--- src/rtl/hostbus_user_slave.sv ---
module hostbus_user_slave #(
  parameter int DW         = 8,
  parameter int SEL_WINDOW = 3
) (
  input  logic          clk,
  input  logic          rst_n,
  input  logic          hs_strb_n,
  input  logic          hs_sel0_n,
  input  logic          hs_sel1,
  input  logic          hs_wr,
  input  logic [DW-1:0] hs_wdata,
  output logic [DW-1:0] hs_rdata,
  output logic          hs_rdata_oe,
  output logic          hs_rdy_n,
  output logic          hs_irq_n,
  output logic          u_start_n,
  input  logic          u_end_n,
  input  logic [DW-1:0] u_rdata,
  output logic [DW-1:0] u_wdata,
  output logic          u_wr,
  input  logic          u_irq_n
);

  localparam int CW = $clog2(SEL_WINDOW + 1);

  typedef enum logic [2:0] {S_IDLE, S_WIN, S_CAPT, S_WAIT, S_DONE} st_t;

  st_t           st;
  logic [CW-1:0] edge_cnt;
  logic          start_req;
  logic          wr_q;
  logic [DW-1:0] wd_q;
  logic [DW-1:0] rd_q;

  wire sel_ok = !hs_sel0_n && hs_sel1;

  always_ff @(posedge clk or negedge rst_n) begin
    if (!rst_n) begin
      st        <= S_IDLE;
      edge_cnt  <= '0;
      start_req <= 1'b0;
      wr_q      <= 1'b0;
      wd_q      <= '0;
      rd_q      <= '0;
    end else begin
      case (st)
        S_IDLE: begin
          if (!hs_strb_n) begin
            if (sel_ok) begin
              st <= S_CAPT;
            end else if (SEL_WINDOW > 1) begin
              st       <= S_WIN;
              edge_cnt <= CW'(1);
            end
          end
        end
        S_WIN: begin
          if (sel_ok)
            st <= S_CAPT;
          else if (edge_cnt == CW'(SEL_WINDOW - 1))
            st <= S_IDLE;
          else
            edge_cnt <= edge_cnt + CW'(1);
        end
        S_CAPT: begin
          wr_q      <= hs_wr;
          wd_q      <= hs_wdata;
          start_req <= 1'b1;
          st        <= S_WAIT;
        end
        S_WAIT: begin
          if (!u_start_n && !u_end_n) begin
            rd_q <= u_rdata;
            st   <= S_DONE;
          end
        end
        S_DONE: begin
          start_req <= 1'b0;
          st        <= S_IDLE;
        end
        default: st <= S_IDLE;
      endcase
    end
  end

  always_ff @(negedge clk or negedge rst_n) begin
    if (!rst_n) u_start_n <= 1'b1;
    else        u_start_n <= !start_req;
  end

  assign hs_rdy_n    = (st != S_DONE);
  assign hs_rdata_oe = (st == S_DONE) && !wr_q;
  assign hs_rdata    = hs_rdata_oe ? rd_q : '0;
  assign u_wdata     = wd_q;
  assign u_wr        = wr_q;
  assign hs_irq_n    = u_irq_n;

  assert_rdy_single_R8: assert property (@(posedge clk) disable iff (!rst_n)
    !hs_rdy_n |=> hs_rdy_n);

  assert_rdy_after_end_R7: assert property (@(posedge clk) disable iff (!rst_n)
    $fell(hs_rdy_n) |-> $past(!u_end_n));

  assert_start_through_rdy_R6: assert property (@(posedge clk) disable iff (!rst_n)
    !hs_rdy_n |-> !u_start_n);

  assert_oe_in_rdy_R8: assert property (@(posedge clk) disable iff (!rst_n)
    hs_rdata_oe |-> !hs_rdy_n);

  assert_window_bound_R3: assert property (@(posedge clk) disable iff (!rst_n)
    (st == S_WIN) |-> (int'(edge_cnt) < SEL_WINDOW));

  assert_busy_ignore_R9: assert property (@(posedge clk) disable iff (!rst_n)
    (st == S_WAIT) |=> (st == S_WAIT) || (st == S_DONE));

endmodule

--- config.mk ---
export PLATFORM = sky130hd
export DESIGN_NAME = hostbus_user_slave
export DESIGN_NICKNAME = d
export VERILOG_FILES = /design/src/rtl/hostbus_user_slave.sv
export SDC_FILE = /design/constraint.sdc
export NUM_CORES = 1
export LEC_CHECK = 0
export CAP_MARGIN = 20
export CORE_MARGIN = 4
export CORE_UTILIZATION = 34
export CTS_CLUSTER_DIAMETER = 60
export DETAILED_ROUTE_END_ITERATION = 8
export PLACE_DENSITY_LB_ADDON = 0.1
export SYNTH_ARGS = -nofsm -noshare
export SYNTH_HDL_FRONTEND = slang
export SYNTH_SLANG_ARGS = --single-unit
--- constraint.sdc ---
create_clock -name clk -period 1.8 [get_ports clk]
set_input_delay 0.45 -clock clk [delete_from_list [all_inputs] [get_ports clk]]
set_output_delay 0.45 -clock clk [all_outputs]
set_load 0.02 [all_outputs]
==> results_dict.tcl <==
set metrics [dict create \
    synth.top_cells.by_count "dfrtp_1, mux2_2, and2_1" \
    finalWeightedCongestion 0.739 \
    cp.buffers_inverters 1 \
    cts_buffers 3 \
    cts.clk_slew.worst_paths_ns 0.13 \
    final_net_count 170 \
    chip_width_um 64.2 \
    post-place-cells 173 \
    chipHeight_um 64.2 \
    detail_route.first_pass.iterations 4 \
    worst_clock_skew_ns 0.0634 \
    drc 0 \
    pre_cts_slack_ns -0.653 \
    htree_num_levels 1 \
    drive_above_1_share 0.479 \
    synth_area_leaders "dfrtp_1, mux2_2, and2_1" \
    min-delay-path-class "register to register" \
    detail-route-antenna-nets 0 \
    first_global_vias 918 \
    area_share_of_the_largest_cell_type_after_synthesis 0.536 \
    worst_pin_slew_ns 0.299 \
    tritoncts_clock_tree "built" \
    cellLeakagePower_nw 0.902 \
    post_drt_wl_per_cell_um 13.1 \
    critical-path-top-delay-family "flip-flops" \
    grt_setup_unrepaired "true" \
    worst_hold_slack_ns 0.494 \
    design_area_sq_um 1840 \
    antenna_cells_inserted 0 \
    synth-async-reset-ratio 1.00 \
    syn2layout_area_growth_pct 71.0 \
    globalRouteOverflowTotal 0 \
    synth.net_count 105 \
    grt_pass1_wl_mm 4.14 \
    cp_data_arrival_time_ns 1.91 \
    failed_checks "setup timing" \
    vias 853 \
    report.final.setup_viol 22 \
    port_buffers 42 \
    synth_enable_flop_cells 0 \
    slowest_stage "dfstp_2" \
    avgSynthCellArea_sq_um 13.4 \
    overall_routing_resource_usage 0.130 \
    max_cap_violations 0 \
    grt_antenna_before_repair 0 \
    ir_drop_v 0.000879 \
    crit_end_category "output pin" \
    number_of_hold_buffers_added_after_cts 0 \
    floorplan.initialDensity 0.355 \
    clock_sink_count 24 \
    ys_types 27 \
    post-route-worst-setup-slack_ns -0.559 \
    cts.root.buffer_cell "clkbuf_4" \
    detail_route.vias_per_cell 4.54 \
    insertion_delay_ns 0.37 \
    maxSlewViolCount 0 \
    worst-path-max-fanout 2 \
    grt_max_degree 24 \
    placement_rows 20 \
    fp.coreArea_sq_um 3030 \
    dr.first_iter.drc_count 20 \
    post_syn_area_sq_um 1070 \
    timing.slew.headroom 0.801 \
    critical-path-max-stage-delay_ns 0.53 \
    clockBufferDepth 2 \
    req_time_crit_path_ns 1.35 \
    hpwlAfterDp_mm 1.65 \
    finalWirelength_mm 2.46 \
    synth_warnings 0 \
    run_status "complete, but fails checks" \
    count_of_mapped_cells_out_of_synthesis 80 \
    final_hold_viol_count 0 \
    synthMostInstantiatedCell "dfrtp_1" \
    final-instance-count-excl-fill 188 \
    yosys_register_bits 24 \
    die_area_sq_um 4120 \
    worstSetupPathType "register to output pin" \
    yosys_most_used_dff "dfrtp_1" \
    timing.critical_path.cells "buf_6" \
    placedInstanceArea_sq_um 1630 \
    crit_path_start_kind "register" \
    cellPowerDensity_nw_per_um2 1410 \
    setup-tns-final_ns -8.65 \
    synth_top_area_cell "dfrtp_1" \
    synth-seq-area-share 0.561 \
    fillers 264 \
    floorplan.io_pins 45 \
]
cell usage in the layout (no fill, tap or decap), types with 2 or more instances in the layout:
cell             instances
clkbuf_4                 3
dfrtp_1                 22
clkdlybuf4s50_1         24
inv_1                    5
a211oi_2                 2
buf_6                   19
nor2_4                   2
dlymetal6s2s_1           6
nand2b_1                 2
a31oi_1                  2
buf_4                   11
mux2_4                   4
mux2_2                  13
nand3b_4                 2
and2_4                   8
final timing paths:
path	start	end	slack, ns	depth (start not counted)
setup / recovery	u_start_n	u_start_n	-0.56	1
hold / removal	start_req	start_req	0.49	1
setup reg to reg	u_start_n	rd_q[7]	-0.51	5
hold reg to reg	start_req	start_req	0.49	1
max in group asynchronous	rst_n	u_start_n	0.46	1
min in group asynchronous	rst_n	st[2]	0.53	2
per-stage QoR:
step | total power, mW | utilization
6_report | 2.58 | 0.606
5_1_grt | 2.78 | 0.606
4_1_cts | 2.59 | 0.580
3_5_place_dp | 2.19 | 0.537
3_3_place_gp | 2.16 | 0.537
2_1_floorplan | 1.69 | -
what timing repair did:
| item | 4_1_cts | 5_1_grt |
|---|---|---|
| gates cloned | 2 | 0 |
| buffers inserted | 5 | 4 |
| setup endpoints to repair | 23 | 28 |
| resized for setup | 75 | 15 |
| pin swaps | 6 | 4 |
kinds of logic (layout without fill, tap and decap cells):
kind of cell               count (synthesis)  after routing  share of synthesized area
DFF                                       24             24                      0.561
and+or+nand+nor                           21             23                      0.150
muxes                                     17             17                      0.178
AOI/OAI and AO/OA                          9              9                     0.0653
buffers and inverters                      8             70                     0.0338
adders and majority gates                  1              1                     0.0117
layer usage:
layer | share of wire | GRT usage | vias to the layer above
met5 | 0 | 0 | -
li1 | - | - | 412
met1 | 0.43 | 0.157 | 417
met4 | 0.0081 | 0.0475 | 0
met3 | 0.071 | 0.0492 | 2
met2 | 0.49 | 0.209 | 22
cell type report:
type,count,area (sq um),share of cell area
clock buffers,4,26.3,0.0143
clock inverters,1,3.75,0.00204
inverters,4,15.0,0.00818
multi-input cells,50,512,0.279
flip-flops and latches,24,603,0.329
well taps,44,55.1,0.0300
repair buffers,61,621,0.338
flip-flops by register name, summed over array words and instances, names as in the netlist:
| signal | flops |
|---|---|
| rd_q | 8 |
| u_wdata | 8 |
| st | 3 |
| edge_cnt | 2 |
| start_req | 1 |
| u_start_n | 1 |
| u_wr | 1 |
power breakdown:
| group | leakage [nW] | total (mW) | internal (mW) | switching [mW] |
|---|---|---|---|---|
| sequential | 0.280 | 0.959 | 0.811 | 0.148 |
| clock | 0.0203 | 0.254 | 0.0893 | 0.164 |
| combinational | 0.602 | 1.37 | 0.796 | 0.572 |
No activity file was read; power rests on OpenSTA's default activity.
